===== src/rtl/slp_pkg.sv =====
`timescale 1ns/1ps
package slp_pkg;
  // Edge events seen on the synchronized serial clock
  typedef struct packed {
    logic rise;
    logic fall;
  } sclk_edge_t;
endpackage


===== src/rtl/slp_sync.sv =====
`timescale 1ns/1ps
module slp_sync #(
  parameter int STAGES = 2,
  parameter int W      = 1
) (
  input  logic         clk,
  input  logic         rst,
  input  logic [W-1:0] d,
  output logic [W-1:0] q
);
  localparam int CHAIN_W = STAGES * W;

  logic [CHAIN_W-1:0] chain;

  always_ff @(posedge clk) begin
    if (rst) chain <= '0;
    else     chain <= {chain[CHAIN_W-W-1:0], d};
  end

  assign q = chain[CHAIN_W-1 -: W];
endmodule


===== src/rtl/slp_shifter.sv =====
`timescale 1ns/1ps
module slp_shifter
  import slp_pkg::*;
#(
  parameter int WORD_W = 21
) (
  input  logic              clk,
  input  logic              rst,
  input  logic              sclk,
  input  logic              sdat,
  input  logic              sle,
  output logic [WORD_W-1:0] word_o,
  output logic              load_o,
  output logic              dout_o
);
  logic       sclk_q;
  logic       le_q;
  sclk_edge_t ev;

  assign ev.rise = sclk & ~sclk_q;
  assign ev.fall = ~sclk & sclk_q;

  always_ff @(posedge clk) begin
    if (rst) begin
      sclk_q <= 1'b0;
      le_q   <= 1'b0;
      load_o <= 1'b0;
      word_o <= '0;
      dout_o <= 1'b0;
    end else begin
      sclk_q <= sclk;
      le_q   <= sle;
      load_o <= sle & ~le_q;
      if (ev.rise) word_o <= {word_o[WORD_W-2:0], sdat};
      if (ev.fall) dout_o <= word_o[WORD_W-1];
    end
  end

  // a rising edge pulls the data bit into position 0
  a_r2_shift_in: assert property (@(posedge clk) disable iff (rst)
    ev.rise |=> (word_o[0] == $past(sdat)));

  // the readback tap moves only after a falling edge
  a_r8_tap_hold: assert property (@(posedge clk) disable iff (rst)
    !ev.fall |=> $stable(dout_o));
endmodule


===== src/rtl/slp_latch_bank.sv =====
`timescale 1ns/1ps
module slp_latch_bank #(
  parameter int WORD_W = 21,
  parameter int ADDR_W = 2
) (
  input  logic                                      clk,
  input  logic                                      rst,
  input  logic                                      load_i,
  input  logic [WORD_W-1:0]                         word_i,
  output logic [(1<<ADDR_W)*(WORD_W-ADDR_W)-1:0]    latch_o,
  output logic [(1<<ADDR_W)-1:0]                    upd_o
);
  localparam int NUM = 1 << ADDR_W;
  localparam int PAY = WORD_W - ADDR_W;

  logic [ADDR_W-1:0] sel;
  assign sel = word_i[ADDR_W-1:0];

  for (genvar i = 0; i < NUM; i++) begin : g_lat
    logic           hit;
    logic [PAY-1:0] held;
    logic           strobe;

    assign hit = load_i && (sel == ADDR_W'(i));

    always_ff @(posedge clk) begin
      if (rst) begin
        held   <= '0;
        strobe <= 1'b0;
      end else begin
        strobe <= hit;
        if (hit) held <= word_i[WORD_W-1:ADDR_W];
      end
    end

    assign latch_o[i*PAY +: PAY] = held;
    assign upd_o[i]              = strobe;

    // a register without its strobe has not changed
    a_r6_hold: assert property (@(posedge clk) disable iff (rst)
      !upd_o[i] |-> $stable(latch_o[i*PAY +: PAY]));
  end

  // never more than one strobe at once
  a_r5_onehot: assert property (@(posedge clk) disable iff (rst)
    $onehot0(upd_o));

  // a transfer is never followed by another in the next cycle
  a_r7_single: assert property (@(posedge clk) disable iff (rst)
    (|upd_o) |=> !(|upd_o));
endmodule


===== src/rtl/serial_latch_port.sv =====
`timescale 1ns/1ps
module serial_latch_port #(
  parameter int WORD_W      = 21,
  parameter int ADDR_W      = 2,
  parameter int SYNC_STAGES = 2
) (
  input  logic                                   clk,
  input  logic                                   rst,
  input  logic                                   ser_clk_i,
  input  logic                                   ser_dat_i,
  input  logic                                   ser_le_i,
  output logic [(1<<ADDR_W)*(WORD_W-ADDR_W)-1:0] latch_o,
  output logic [(1<<ADDR_W)-1:0]                 latch_upd_o,
  output logic                                   ser_dout_o
);
  localparam int NUM = 1 << ADDR_W;

  logic [2:0]        raw_in;
  logic [2:0]        syn_in;
  logic [WORD_W-1:0] word;
  logic              load;

  assign raw_in = {ser_le_i, ser_dat_i, ser_clk_i};

  slp_sync #(.STAGES(SYNC_STAGES), .W(3)) u_sync (
    .clk (clk),
    .rst (rst),
    .d   (raw_in),
    .q   (syn_in)
  );

  slp_shifter #(.WORD_W(WORD_W)) u_shift (
    .clk    (clk),
    .rst    (rst),
    .sclk   (syn_in[0]),
    .sdat   (syn_in[1]),
    .sle    (syn_in[2]),
    .word_o (word),
    .load_o (load),
    .dout_o (ser_dout_o)
  );

  slp_latch_bank #(.WORD_W(WORD_W), .ADDR_W(ADDR_W)) u_bank (
    .clk     (clk),
    .rst     (rst),
    .load_i  (load),
    .word_i  (word),
    .latch_o (latch_o),
    .upd_o   (latch_upd_o)
  );

  // out of reset nothing is flagged as updated
  a_r1_quiet_after_reset: assert property (@(posedge clk) disable iff (rst)
    $past(rst) |-> (latch_upd_o == NUM'(0)));
endmodule


===== config.mk =====
export PLATFORM = sky130hd
export DESIGN_NAME = serial_latch_port
export DESIGN_NICKNAME = d
export VERILOG_FILES = /design/src/rtl/slp_pkg.sv /design/src/rtl/slp_sync.sv /design/src/rtl/slp_shifter.sv /design/src/rtl/slp_latch_bank.sv /design/src/rtl/serial_latch_port.sv
export SDC_FILE = /design/constraint.sdc
export NUM_CORES = 1
export LEC_CHECK = 0
export BUFFER_PORTS_ARGS = -buffer_cell sky130_fd_sc_hd__buf_2
export CORE_ASPECT_RATIO = 1.25
export CORE_MARGIN = 1.5
export CORE_UTILIZATION = 40
export DETAILED_ROUTE_END_ITERATION = 8
export RECOVER_POWER = 25
export SYNTH_ARGS = -nofsm -noshare
export SYNTH_HDL_FRONTEND = slang
export SYNTH_SLANG_ARGS = --single-unit

===== constraint.sdc =====
create_clock -name clk -period 3.1 [get_ports clk]
set_input_delay 0.31 -clock clk [delete_from_list [all_inputs] [get_ports clk]]
set_output_delay 0.31 -clock clk [all_outputs]
set_load 0.02 [all_outputs]

### Word level (Yosys, flattened, before mapping)

Cells that the tools add are included.
W data, S select, Z words.

| storage, ports and cells | value |
|---|---|
| logic and storage cells | 28 |
| memory bits (read-only) | 0 |
| input bits | 5 |
| flip-flop bits (word level) | 111 |
| memories kept | 0 |
| RAM bits | 0 |
| latch bits | 0 |

| cells by class | value |
|---|---|
| bitwise gates (word level) | 6 |
| divide/modulo/power cells | 0 |
| multipliers | 0 |
| add/sub/neg operators | 0 |
| equal/unequal tests | 3 |
| multiplexer cells | 0 |
| shift operators | 0 |
| reductions and logical operators | 5 |
| order comparisons | 0 |

Operators by type and width:

| kind | number |
|---|---|
| $eq A2 B2 Y1 const B | 2 |
| $logic_and A1 B1 Y1 | 4 |
| $and A1 B1 Y1 | 3 |
| $not A1 Y1 | 3 |
| $eq A2 B1 Y1 const B | 1 |
| $logic_not A2 Y1 | 1 |

### Depth between registers and ports, before layout

Gate-level depths: netlist (run 1).

| logic depth | value |
|---|---|
| depth after elaboration | 2 |
| depth in mapped cells | 6 |
| mapped depth without buffers | 3 |

### Hierarchy

From an unflattened synthesis (run 1), not the netlist that was laid out.

| second synthesis, totals | value |
|---|---|
| cell total of the unflattened synthesis | 382 |
| area, all modules | 4341.7 um^2 |

Modules (own cells, without submodules):

| module | cells each | times used | sequential area each (um^2) | area an instance (um^2) |
|---|---|---|---|---|
| slp_latch_bank | 287 | 1 | 1601.5 | 3201.8 |
| slp_shifter | 80 | 1 | 500.5 | 959.7 |
| slp_sync | 15 | 1 | 120.1 | 180.2 |

### Least setup slack after synthesis (run 1)

OpenSTA, ideal clock, no wires.

| path | value |
|---|---|
| kind | flip-flop to flip-flop |
| from | register u_shift.load_o |
| to | register u_bank.g_lat[0].held[8] |
| library setup time | 132 ps |
| data arrival time | 1171 ps |
| required time | 2968 ps |
| stages on the path, launching flop included | 7 |
| setup slack | 1797 ps |
| period minus slack after synthesis | 1303 ps |
| buffers on the path | 3 |
| cells stage by stage | dfxtp_1 buf_4 or3b_1 buf_6 buf_6 nand2_2 a21oi_2 |

| on the way | value |
|---|---|
| word-level cells in the longest chain between the ends | 1 |

RTL lines:

| element | line | RTL |
|---|---|---|
| start: declaration | slp_shifter.sv:13 | `output logic load_o,` |
| start signal: assignment | slp_shifter.sv:33 | `load_o <= sle & ~le_q;` |
| $logic_and A1 B1 Y1 | slp_latch_bank.sv:24 | `assign hit = load_i && (sel == ADDR_W'(i));` |
| end signal: assignment | slp_latch_bank.sv:32 | `if (hit) held <= word_i[WORD_W-1:ADDR_W];` |
| end: declaration | slp_latch_bank.sv:21 | `logic [PAY-1:0] held;` |

No other way between the ends.
A chain may end at the register's enable or synchronous reset.

### Worst setup path after layout (run 1)

| path | value |
|---|---|
| from | input port rst |
| to | register u_bank.g_lat[2].held[6] |

RTL lines:

| element | line | RTL |
|---|---|---|
| start: declaration | serial_latch_port.sv:8 | `input logic rst,` |
| end signal: assignment | slp_latch_bank.sv:32 |  |
| end: declaration | slp_latch_bank.sv:21 |  |

No word-level cell between the ends.

==> insert_results.sql, run 1 <==
INSERT INTO impl_metrics (metric_group, metric, value, unit) VALUES
('yosys', 'largest_area_contributor_in_the_netlist', 'sky130_fd_sc_hd__dfxtp_1', ''),
('hold_path', 'hp-class', 'input pin to flip-flop', ''),
('worst_setup_path', 'setup.worst_path.end_class', 'flip-flop', ''),
('flow_run', 'drv.max_cap_violation_count', '1', ''),
('pwr', 'combPwrFrac', '1.6', '%'),
('worst_setup_path', 'arrival', '2160', 'ps'),
('place', 'dp_worst_setup_slack', '1356', 'ps'),
('worst_setup_path', 'setup.worst_path.start_class', 'input pin', ''),
('cells_and_area', 'final_cell_mix', 'sky130_fd_sc_hd__nand2_1 (183), sky130_fd_sc_hd__dfxtp_1 (111), sky130_fd_sc_hd__a21oi_1 (87), sky130_fd_sc_hd__buf_2 (46), sky130_fd_sc_hd__clkbuf_1 (39)', ''),
('clock_tree', 'clock-root-buffer', 'sky130_fd_sc_hd__clkbuf_16', ''),
('yosys', 'ys.warnings.count', '0', ''),
('worst_setup_path', 'crit_type', 'input pin to flip-flop', ''),
('worst_setup_path', 'worst_path_largest_cell_delay', '1260', 'ps'),
('die', 'die_area', '10390', 'µm²'),
('worst_setup_path', 'worst-path-max-fanout', '84', ''),
('timing', 'final_critical_delay_including_setup_and_external_delays', '1943', 'ps'),
('drt', 'detailroute.via_count', '3114', ''),
('yosys', 'ys_ff_latch', '111', ''),
('timing', 'min_period_over_period', '62.68', '%'),
('cells_and_area', 'n_antenna_cell', '0', ''),
('timing', 'final_hold_viol_count', '0', ''),
('die', 'placementRows', '40', ''),
('clock_tree', 'clockBufferDepth', '2', ''),
('clock_tree', 'cts_resized', '0', ''),
('clock_tree', 'cts_hold_buffers', '0', ''),
('timing', 'final.setup.tns', '0', 'ps'),
('pwr', 'sw_frac_of_total', '19.42', '%'),
('clock_tree', 'cts_tree', 'yes', ''),
('worst_setup_path', 'critical_path.top_delay_family', 'buffers and inverters', ''),
('timing', 'finClkSkew', '6.023', 'ps'),
('cells_and_area', 'post_route_cells_drive_above_1_share', '16.73', '%'),
('cells_and_area', 'area_growth_syn_to_fin', '16.91', '%'),
('pwr', 'internal_power_summed_over_all_cells', '2.162', 'mW'),
('clock_tree', 'clkLatencyLatePin', '340', 'ps'),
('die', 'boundaryPins', '86', ''),
('timing', 'unrepaired_setup_endpoints_after_global_routing', 'false', ''),
('die', 'fp.dieW', '91.48', 'µm'),
('place', 'dp.final_hpwl', '5985', 'µm'),
('pwr', 'power.clock.fraction', '44.9', '%'),
('clock_tree', 'tritoncts_num_sinks', '111', ''),
('cells_and_area', 'final.fill_count', '1004', ''),
('global_route', 'grt_max_degree', '85', ''),
('timing', 'setup_viol', '0', ''),
('yosys', 'synth_top_area_cells', 'sky130_fd_sc_hd__dfxtp_1 (57%), sky130_fd_sc_hd__nand2_1 (18%), sky130_fd_sc_hd__a21oi_1 (11%), sky130_fd_sc_hd__a21oi_2 (2.2%), sky130_fd_sc_hd__nand2_2 (1.9%)', ''),
('timing', 'timing.final.max_slew_violations', '85', ''),
('timing', 'final.hold.worst_slack', '171.2', 'ps'),
('timing', 'fmax', '514.7', 'MHz'),
('pwr', 'share_seq_of_total_power', '53.4', '%'),
('cells_and_area', 'final_common_cell', 'sky130_fd_sc_hd__nand2_1', ''),
('global_route', 'grtUsageTotal', '18.24', '%'),
('yosys', 'syn-instance-count', '465', ''),
('place', 'numPlacedInstances', '643', ''),
('clock_tree', 'tritoncts.num_buffers', '9', ''),
('drt', 'firstDrtPassIters', '4', ''),
('drt', 'via_per_inst', '4.733', ''),
('die', 'fp.coreArea', '9559', 'µm²'),
('timing', 'maxSlewHeadroom', '-19.15', '%'),
('status', 'failing_checks', 'capacitance limit, slew limit', ''),
('place', 'gp_routability_congestion', '0.7568', ''),
('yosys', 'ys_types', '21', ''),
('timing', 'setup_slack', '1157', 'ps'),
('pwr', 'p_sw', '0.5211', 'mW'),
('status', 'run_status', 'finished with violations', ''),
('worst_setup_path', 'worst_path_max_delay_cell', 'sky130_fd_sc_hd__clkbuf_2', ''),
('yosys', 'yosysTopAreaCellShare', '56.78', '%'),
('global_route', 'grt.overflow.total', '0', ''),
('cells_and_area', 'final_net_count', '533', ''),
('yosys', 'syn-num-nets', '470', ''),
('drt', 'routedWlPerCell', '14.09', 'µm'),
('cells_and_area', 'finalNonFillerCells', '658', ''),
('timing', 'worst_slew_pin_slew', '1787', 'ps');
==> synth_stat cells <==
library cell / count
sky130_fd_sc_hd__nand2_1: 183
sky130_fd_sc_hd__dfxtp_1: 111
sky130_fd_sc_hd__a21oi_1: 87
sky130_fd_sc_hd__clkbuf_1: 13
sky130_fd_sc_hd__nand2_2: 12
sky130_fd_sc_hd__buf_2: 11
sky130_fd_sc_hd__nor2b_1: 11
sky130_fd_sc_hd__a21oi_2: 10
sky130_fd_sc_hd__buf_4: 5
sky130_fd_sc_hd__buf_6: 5
sky130_fd_sc_hd__and3b_1: 3
sky130_fd_sc_hd__and3_1: 2
sky130_fd_sc_hd__nand2b_1: 2
sky130_fd_sc_hd__nand3b_2: 2
sky130_fd_sc_hd__nor2_1: 2
sky130_fd_sc_hd__buf_1: 1
sky130_fd_sc_hd__mux2i_1: 1
sky130_fd_sc_hd__nand3_2: 1
sky130_fd_sc_hd__nor3b_1: 1
sky130_fd_sc_hd__nor3b_4: 1
sky130_fd_sc_hd__or3b_1: 1
==> layout make-up <==
class / count / area (µm²) / area share (%)
sequential: 111 / 2222 / 48.56
clock inverter: 4 / 70.07 / 1.531
timing repair buffer: 87 / 392.9 / 8.586
clock buffer: 11 / 242.7 / 5.305
multi-input combinational: 319 / 1490 / 32.57
tap: 126 / 157.7 / 3.445
==> stage by stage <==
step	utilization [%]	power [mW]	instance area, µm²
4_1_cts	48.39	2.712	4626
5_1_grt	47.87	2.778	4576
3_3_place_gp	45.12	1.510	4313
2_1_floorplan	-	1.503	3914
6_report	47.87	2.683	4576
3_5_place_dp	45.12	1.510	4313
==> final timing paths <==
check,start,end,slack (ps),cells past startpoint
max,rst,u_bank.g_lat[2].held[6],1160,3
min,ser_dat_i,u_sync.chain[1],170,2
max reg2reg,u_shift.word_o[1],u_bank.g_lat[0].held[7],1350,3
min reg2reg,u_shift.le_q,u_shift.load_o,390,1
==> power by group through the flow <==
| stage | clock network, mW | registers (mW) | logic (mW) |
|---|---|---|---|
| final | 1.21 | 1.43 | 0.0441 |
| after global placement | 0 | 1.47 | 0.0447 |
| after detailed placement | 0 | 1.47 | 0.0445 |
| after CTS | 1.23 | 1.43 | 0.0445 |
| after floorplan | 0 | 1.46 | 0.0390 |
| after global routing | 1.30 | 1.43 | 0.0485 |
==> sequential cells by signal, summed over array words and instances, names as in the netlist <==
| name | cells |
|---|---|
| u_bank.g_lat.held | 76 |
| u_shift.dout_o | 1 |
| u_shift.load_o | 1 |
| u_shift.le_q | 1 |
| u_bank.g_lat.strobe | 4 |
| u_shift.sclk_q | 1 |
| u_sync.chain | 6 |
| u_shift.word_o | 21 |
==> layer usage <==
layer  vias up  routed length (µm)  GRT usage [%]
met5         -                   0              0
met4         0                  68          5.313
met3         5                 566          6.000
met2        84                4406          30.45
met1      1415                4230          22.42
li1       1610                   -              -
==> cells by family after synthesis <==
logic type,synth area share [%]
mux,0.2558
simple gates,24.46
compound gates,13.36
flops,56.78
buf+inv,5.147
Note: power is estimated with default switching activity, not from simulation.
==> run 2: changes to the inputs <==
- clock period: 3.1 -> 1.7 ns (I/O delays scaled with it)
==> run 2 against run 1 <==
The flow now finishes without violations. Global-route usage increased by 0.14 points. Register-to-register slack got worse by 1200 ps. First-iteration DRC count down 50%. Final cell count rose by 2.0%. Sequential power is 83% higher. Critical path depth did not move.
==> insert_results.sql, run 2 (synthesized netlist as in run 1, its figures left out) <==
INSERT INTO impl_metrics (metric_group, metric, value, unit) VALUES
('pwr', 'power.clock.fraction', '44.3', '%'),
('worst_setup_path', 'crit_type', 'flip-flop to flip-flop', ''),
('die', 'die_y', '113.6', 'µm'),
('status', 'run_status', 'finished, final reports clean', ''),
('cells_and_area', 'reg_with_most_ffs', 'u_bank.g_lat.held', ''),
('drt', 'route.antenna.remaining_nets', '0', ''),
('die', 'fp.dieW', '91.48', 'µm'),
('drt', 'via_per_inst', '4.751', ''),
('drt', 'routedWlPerCell', '13.48', 'µm'),
('worst_setup_path', 'setup.worst_path.end_class', 'flip-flop', ''),
('timing', 'setup_viol', '0', ''),
('timing', 'finClkSkew', '6.553', 'ps'),
('place', 'gp_routability_congestion', '0.7748', ''),
('clock_tree', 'cts_resized', '0', ''),
('drt', 'detailedRoute.firstIterationViolations', '89', ''),
('global_route', 'grt_antenna_before_repair', '0', ''),
('drt', 'highest_layer', 'met4', ''),
('clock_tree', 'clockBufferDepth', '2', ''),
('timing', 'final.setup.tns', '0', 'ps'),
('cells_and_area', 'finalNonFillerCells', '671', ''),
('flow_run', 'drv.max_cap_violation_count', '0', ''),
('pwr', 'sw_frac_of_total', '20.42', '%'),
('timing', 'worst_slew_pin_slew', '897.1', 'ps'),
('drt', 'metal_1_wl', '4112', 'µm'),
('cells_and_area', 'largest_register_ff_count', '76', ''),
('drt', 'detail_route.drc_violations', '0', ''),
('global_route', 'grt_first_pass_wirelength', '14830', 'µm'),
('clock_tree', 'cts.htree.levels', '3', ''),
('pwr', 'combPwrFrac', '1.8', '%'),
('cells_and_area', 'regArea', '2222', 'µm²'),
('clock_tree', 'clock-root-buffer', 'sky130_fd_sc_hd__clkbuf_16', ''),
('worst_setup_path', 'required', '1980', 'ps'),
('pwr', 'power_leakage', '1.693', 'nW'),
('timing', 'maxSlewHeadroom', '40.20', '%'),
('die', 'start_util', '40.94', '%'),
('drt', 'wl_met2', '4367', 'µm'),
('clock_tree', 'tritoncts.num_buffers', '9', ''),
('drt', 'drt_wl_total', '9044', 'µm'),
('cells_and_area', 'post_route_cells_drive_above_1_share', '18.72', '%'),
('clock_tree', 'tritoncts_num_sinks', '111', ''),
('cells_and_area', 'final_cell_mix', 'sky130_fd_sc_hd__nand2_1 (183), sky130_fd_sc_hd__dfxtp_1 (111), sky130_fd_sc_hd__a21oi_1 (87), sky130_fd_sc_hd__buf_2 (47), sky130_fd_sc_hd__clkbuf_1 (39)', ''),
('pwr', 'power_density', '1040', 'nW/µm²'),
('place', 'portBuffers', '85', ''),
('global_route', 'grt_pass1_vias', '2939', ''),
('die', 'boundaryPins', '86', ''),
('place', 'dp.final_hpwl', '6209', 'µm'),
('timing', 'final_critical_delay_including_setup_and_external_delays', '1523', 'ps'),
('cells_and_area', 'final_common_cell', 'sky130_fd_sc_hd__nand2_1', ''),
('pwr', 'share_seq_of_total_power', '53.9', '%'),
('die', 'die_area', '10390', 'µm²'),
('timing', 'timing.final.max_slew_violations', '0', ''),
('cells_and_area', 'final_net_count', '545', ''),
('hold_path', 'hp-class', 'input pin to flip-flop', ''),
('drt', 'dr_wl_met3', '469', 'µm'),
('cells_and_area', 'layout_top_registers', 'u_bank.g_lat.held: 76 flops, u_shift.word_o: 21 flops, u_sync.chain: 6 flops', ''),
('cells_and_area', 'area_growth_syn_to_fin', '19.05', '%'),
('cells_and_area', 'final_core_density', '48.74', '%'),
('timing', 'min_period_over_period', '89.59', '%'),
('cells_and_area', 'multi_input_comb_area', '1490', 'µm²'),
('die', 'fp.coreArea', '9559', 'µm²'),
('drt', 'firstDrtPassIters', '5', ''),
('place', 'numPlacedInstances', '655', ''),
('pwr', 'vdd_ir_drop_max', '0.5017', 'mV'),
('drt', 'detailroute.via_count', '3188', ''),
('global_route', 'grt_max_degree', '40', ''),
('cells_and_area', 'final.fill_count', '991', ''),
('timing', 'final_hold_viol_count', '0', ''),
('clock_tree', 'cts_setup_buffers', '0', ''),
('clock_tree', 'cts_hold_buffers', '0', ''),
('timing', 'fmax', '656.6', 'MHz'),
('worst_setup_path', 'worst-path-max-fanout', '19', ''),
('timing', 'unrepaired_setup_endpoints_after_global_routing', 'false', ''),
('cells_and_area', 'n_antenna_cell', '0', ''),
('pwr', 'p_sw', '0.9898', 'mW'),
('global_route', 'grt.overflow.total', '0', ''),
('global_route', 'grtUsageTotal', '18.38', '%'),
('worst_setup_path', 'setup.worst_path.start_class', 'flip-flop', ''),
('worst_setup_path', 'arrival', '1800', 'ps'),
('pwr', 'internal_power_summed_over_all_cells', '3.857', 'mW'),
('clock_tree', 'cts_tree', 'yes', ''),
('die', 'placementRows', '40', ''),
('clock_tree', 'clkLatencyLatePin', '340', 'ps'),
('clock_tree', 'worst_setup_hold_path_clk_slew', '70', 'ps');
[run 2: cell type report]
type	count	share of cell area, %
Sequential cell	111	47.69
Multi-Input combinational cell	319	31.98
Timing Repair Buffer	99	10.31
Clock buffer	12	5.505
Tap cell	126	3.383
Clock inverter	4	1.128
[run 2: power groups by stage]
stage / Combinational [mW] / Clock [mW] / Sequential [mW]
finish: 0.0873 / 2.15 / 2.61
global route: 0.0963 / 2.31 / 2.61
CTS: 0.0900 / 2.19 / 2.61
detailed placement: 0.0901 / 0 / 2.67
global placement: 0.0901 / 0 / 2.67
floorplan: 0.0711 / 0 / 2.67
[run 2: metrics by stage]
| step | hold WS (ps) | area, µm² | total power, mW | worst slack (ps) |
|---|---|---|---|---|
| 2_1_floorplan | 298.2 | 3914 | 2.741 | 397.2 |
| 3_3_place_gp | 374.2 | 4403 | 2.762 | 233.4 |
| 3_5_place_dp | 376.6 | 4403 | 2.762 | 146.1 |
| 4_1_cts | 32.77 | 4712 | 4.889 | 156.2 |
| 5_1_grt | 30.83 | 4659 | 5.019 | 9.162 |
| 6_report | 39.95 | 4659 | 4.847 | 177.0 |
[run 2: final timing paths]
path	from	end	slack (ps)	depth (start not counted)
worst max register to register	u_shift.word_o[0]	u_bank.g_lat[2].held[12]	180	3
worst min register to register	u_shift.le_q	u_shift.load_o	390	1
worst min-delay path	ser_le_i	u_sync.chain[2]	40	2
worst max-delay path	u_shift.word_o[0]	u_bank.g_lat[2].held[12]	180	3
[run 2: critical path, stage by stage, from the launching register on]
cell and delay (ps):
sky130_fd_sc_hd__dfxtp_1 450, sky130_fd_sc_hd__and3b_1 730, sky130_fd_sc_hd__nand2_1 110, sky130_fd_sc_hd__a21oi_1 160
[run 2: metal layers]
metal	vias up	track usage [%]
li1	1641	-
met1	1474	22.66
met2	65	30.60
met3	8	5.867
met4	0	5.625
met5	-	0
==> run 3: changes to the inputs <==
- SYNTH_HIERARCHICAL: default -> 1
==> run 3 against run 2 <==
Combinational power grew 41%. Global-route usage decreased by 2.9 points. Area after synthesis grew 11%. Critical endpoint is now u_bank/g_lat[1].held[11]. Core utilization shrank 1.2 points. Synthesized cell count shrank 18%. Fmax increased by 12%. Sequential power about the same. Highest routed layer unchanged. Via count fell by 14%. Largest power group unchanged. First-iteration DRC count fell by 6.7%. Register-to-register slack better by 170 ps. Cell area rose by 7.8%.
==> insert_results.sql, run 3 <==
INSERT INTO impl_metrics (metric_group, metric, value, unit) VALUES
('status', 'run_status', 'finished, final reports clean', ''),
('pwr', 'power.clock.fraction', '41.6', '%'),
('clock_tree', 'clockBufferDepth', '2', ''),
('yosys', 'proportion_of_synthesized_chip_area_in_sequential_cells', '51.18', '%'),
('hold_path', 'hp-class', 'input pin to flip-flop', ''),
('yosys', 'post_synth_most_frequent_cells', 'sky130_fd_sc_hd__nand2b_1 (117), sky130_fd_sc_hd__dfxtp_1 (111), sky130_fd_sc_hd__mux2i_1 (97)', ''),
('cells_and_area', 'final_common_cell', 'sky130_fd_sc_hd__nand2b_1', ''),
('timing', 'final.setup.tns', '0', 'ps'),
('pwr', 'power_leakage', '2.272', 'nW'),
('yosys', 'yosys-mux-area-fraction', '22.36', '%'),
('yosys', 'combinational_family_with_the_most_area_after_synthesis', 'multiplexers', ''),
('clock_tree', 'clock-root-buffer', 'sky130_fd_sc_hd__clkbuf_16', ''),
('yosys', 'combined_area_of_all_synthesized_cells', '4342', 'µm²'),
('cells_and_area', 'final_cell_mix', 'sky130_fd_sc_hd__nand2b_1 (117), sky130_fd_sc_hd__dfxtp_1 (111), sky130_fd_sc_hd__mux2i_1 (97), sky130_fd_sc_hd__buf_2 (52), sky130_fd_sc_hd__clkbuf_1 (35)', ''),
('timing', 'final.hold.worst_slack', '39.09', 'ps'),
('worst_setup_path', 'ff2ff_setup_slack', '350', 'ps'),
('drt', 'firstDrtPassIters', '4', ''),
('yosys', 'synth-xor-area-share', '0', '%'),
('global_route', 'grt_max_degree', '62', ''),
('die', 'die_y', '119.5', 'µm'),
('pwr', 'share_seq_of_total_power', '55.8', '%'),
('cells_and_area', 'area_growth_syn_to_fin', '15.68', '%'),
('place', 'dp.final_hpwl', '5891', 'µm'),
('hold_path', 'hold_path.startpoint', 'ser_le_i', ''),
('die', 'die_area', '11490', 'µm²'),
('global_route', 'grt_antenna_before_repair', '0', ''),
('cells_and_area', 'reg_with_most_ffs', 'u_bank/g_lat.held', ''),
('yosys', 'async_reset_ff_share', '0', '%'),
('yosys', 'synth-main-ff-cell', 'sky130_fd_sc_hd__dfxtp_1', ''),
('yosys', 'synth.avg_cell_area', '11.37', 'µm²'),
('yosys', 'ys_types', '21', ''),
('cells_and_area', 'layout_top_registers', 'u_bank/g_lat.held: 76 flops, u_shift/word_o: 21 flops, u_sync/chain: 6 flops', ''),
('yosys', 'ys.warnings.count', '6', ''),
('yosys', 'ys_ff_latch', '111', ''),
('drt', 'route.antenna.remaining_nets', '0', ''),
('cells_and_area', 'post_route_cells_drive_above_1_share', '16.96', '%'),
('yosys', 'synth.most_common_cell', 'sky130_fd_sc_hd__nand2b_1', ''),
('yosys', 'synth_compound_area_share', '0.1153', '%'),
('yosys', 'syn-num-nets', '387', ''),
('pwr', 'sw_frac_of_total', '20.13', '%'),
('pwr', 'combPwrFrac', '2.6', '%'),
('timing', 'min_period_over_period', '79.64', '%'),
('yosys', 'yosysTopAreaCellShare', '51.18', '%'),
('yosys', 'post_synth_and_or_nand_nor_area_fraction', '21.12', '%'),
('drt', 'detailedRoute.firstIterationViolations', '83', ''),
('worst_setup_path', 'r2r-end', 'u_bank/g_lat[1].held[11]', ''),
('timing', 'maxSlewHeadroom', '52.28', '%'),
('global_route', 'grt_pass1_vias', '2650', ''),
('clock_tree', 'tritoncts.num_buffers', '9', ''),
('cells_and_area', 'largest_register_ff_count', '76', ''),
('place', 'gp_routability_congestion', '0.7558', ''),
('timing', 'worst_slew_pin_slew', '715.8', 'ps'),
('worst_setup_path', 'worst-path-max-fanout', '11', ''),
('timing', 'fmax', '738.6', 'MHz'),
('drt', 'detail_route.drc_violations', '0', ''),
('place', 'portBuffers', '85', ''),
('yosys', 'synth_enable_flop_cells', '0', ''),
('die', 'start_util', '41.10', '%'),
('yosys', 'adder_cell_share_of_the_synthesized_area', '0', '%'),
('drt', 'via_per_inst', '4.615', ''),
('die', 'placementRows', '42', ''),
('pwr', 'internal_power_summed_over_all_cells', '3.743', 'mW'),
('global_route', 'grt.overflow.total', '0', ''),
('pwr', 'p_sw', '0.9431', 'mW'),
('worst_setup_path', 'arrival', '1620', 'ps'),
('cells_and_area', 'final_net_count', '460', ''),
('drt', 'detailroute.via_count', '2732', ''),
('timing', 'finClkSkew', '5.357', 'ps'),
('worst_setup_path', 'setup.worst_path.start_class', 'flip-flop', ''),
('hold_path', 'hold_path_depth', '2', ''),
('clock_tree', 'worst_setup_hold_path_clk_slew', '70', 'ps'),
('pwr', 'power_density', '933.0', 'nW/µm²'),
('drt', 'drt_wl_total', '8443', 'µm'),
('worst_setup_path', 'setup.worst_path.end_class', 'flip-flop', ''),
('worst_setup_path', 'worst_r2r_path_depth', '2', ''),
('timing', 'setup_viol', '0', ''),
('pwr', 'vdd_ir_drop_max', '0.5117', 'mV'),
('clock_tree', 'tritoncts_num_sinks', '111', ''),
('cells_and_area', 'finalNonFillerCells', '592', ''),
('clock_tree', 'clkLatencyLatePin', '340', 'ps'),
('place', 'numPlacedInstances', '576', ''),
('flow_run', 'drv.max_cap_violation_count', '0', ''),
('timing', 'unrepaired_setup_endpoints_after_global_routing', 'false', ''),
('cells_and_area', 'final_core_density', '47.55', '%'),
('timing', 'timing.final.max_slew_violations', '0', ''),
('clock_tree', 'cts.htree.levels', '3', ''),
('clock_tree', 'cts_hold_buffers', '0', ''),
('hold_path', 'end_of_the_worst_hold_path', 'u_sync/chain[2]', ''),
('die', 'fp.coreArea', '10560', 'µm²'),
('drt', 'routedWlPerCell', '14.26', 'µm'),
('yosys', 'largest_area_contributor_in_the_netlist', 'sky130_fd_sc_hd__dfxtp_1', ''),
('worst_setup_path', 'regToRegStartpoint', 'u_shift/word_o[0]', ''),
('die', 'boundaryPins', '86', ''),
('clock_tree', 'cts_tree', 'yes', ''),
('yosys', 'synth_top_area_cells', 'sky130_fd_sc_hd__dfxtp_1 (51%), sky130_fd_sc_hd__mux2i_1 (22%), sky130_fd_sc_hd__nand2b_1 (17%), sky130_fd_sc_hd__buf_4 (1.9%), sky130_fd_sc_hd__nor2b_1 (1.3%)', ''),
('global_route', 'grtUsageTotal', '15.47', '%'),
('die', 'fp.dieW', '96.19', 'µm'),
('clock_tree', 'cts_resized', '0', ''),
('timing', 'final_critical_delay_including_setup_and_external_delays', '1354', 'ps'),
('worst_setup_path', 'crit_type', 'flip-flop to flip-flop', ''),
('yosys', 'syn-instance-count', '382', ''),
('global_route', 'grt_first_pass_wirelength', '13450', 'µm'),
('clock_tree', 'cts_setup_buffers', '0', ''),
('cells_and_area', 'n_antenna_cell', '0', ''),
('worst_setup_path', 'required', '1960', 'ps'),
('timing', 'final_hold_viol_count', '0', '');
-- run 3: changes by cell type in the layout (fill, tap and decap cells not counted), moves of 3 or more --
cell,delta
sky130_fd_sc_hd__clkinv_2,+3
sky130_fd_sc_hd__nand2_1,-183
sky130_fd_sc_hd__buf_4,-6
sky130_fd_sc_hd__clkbuf_1,-4
sky130_fd_sc_hd__buf_2,+5
sky130_fd_sc_hd__nand2b_1,+115
sky130_fd_sc_hd__a21oi_2,-10
sky130_fd_sc_hd__nand2_2,-12
sky130_fd_sc_hd__mux2i_1,+96
sky130_fd_sc_hd__a21oi_1,-87
-- run 3: worst max-delay path by stage --
| stage | start | endpoint | cells past startpoint |
|---|---|---|---|
| 3_3_place_gp | u_shift/load_o | u_bank/g_lat[0].held[16] | 2 |
| 6_report | u_shift/word_o[0] | u_bank/g_lat[1].held[11] | 2 |
| 4_1_cts | u_shift/word_o[0] | u_bank/g_lat[1].held[11] | 2 |
| 3_5_place_dp | u_shift/word_o[0] | u_bank/g_lat[1].held[17] | 2 |
| 5_1_grt | u_shift/word_o[0] | u_bank/g_lat[1].held[11] | 2 |
| 2_1_floorplan | u_shift/word_o[0] | u_bank/g_lat[0].held[10] | 4 |
-- run 3: kinds of logic (layout without fill, tap and decap cells) --
| family | Yosys count | after routing |
|---|---|---|
| muxes | 97 | 97 |
| and+or+nand+nor | 140 | 140 |
| DFF | 111 | 111 |
| buffers and inverters | 33 | 111 |
| AOI/OAI and AO/OA | 1 | 1 |
-- run 3: metrics by stage --
step	setup slack (ps)	cell area (µm²)	power [mW]
2_1_floorplan	527.2	4342	2.785
3_3_place_gp	381.4	4793	2.798
3_5_place_dp	353.7	4793	2.800
4_1_cts	335.8	5070	4.756
5_1_grt	232.5	5022	4.864
6_report	346.1	5022	4.686
-- run 3: power by group through the flow --
stage	clock, mW	sequential [mW]	combinational [mW]
floorplan	0	2.67	0.115
global placement	0	2.67	0.126
detailed placement	0	2.67	0.127
CTS	2.02	2.61	0.127
global route	2.12	2.61	0.133
finish	1.95	2.61	0.123
-- run 3: final cells by class --
type / count / area (µm²)
Timing Repair Buffer: 95 / 465.4
Tap cell: 132 / 165.2
Multi-Input combinational cell: 238 / 1893
Clock inverter: 4 / 20.02
Clock buffer: 12 / 256.5
Fill cell: 1008 / 5540
Sequential cell: 111 / 2222
-- run 3: critical path: stages (launching register included) --
cell	delay, ps
sky130_fd_sc_hd__dfxtp_1	510
sky130_fd_sc_hd__and3b_1	530
sky130_fd_sc_hd__mux2i_1	240
-- run 3: routing by layer --
layer / track usage, % / share of wire (%)
met1: 21.80 / 48
met3: 3.576 / 4.3
met4: 6.342 / 1.1
met5: 0 / 0
met2: 22.49 / 46
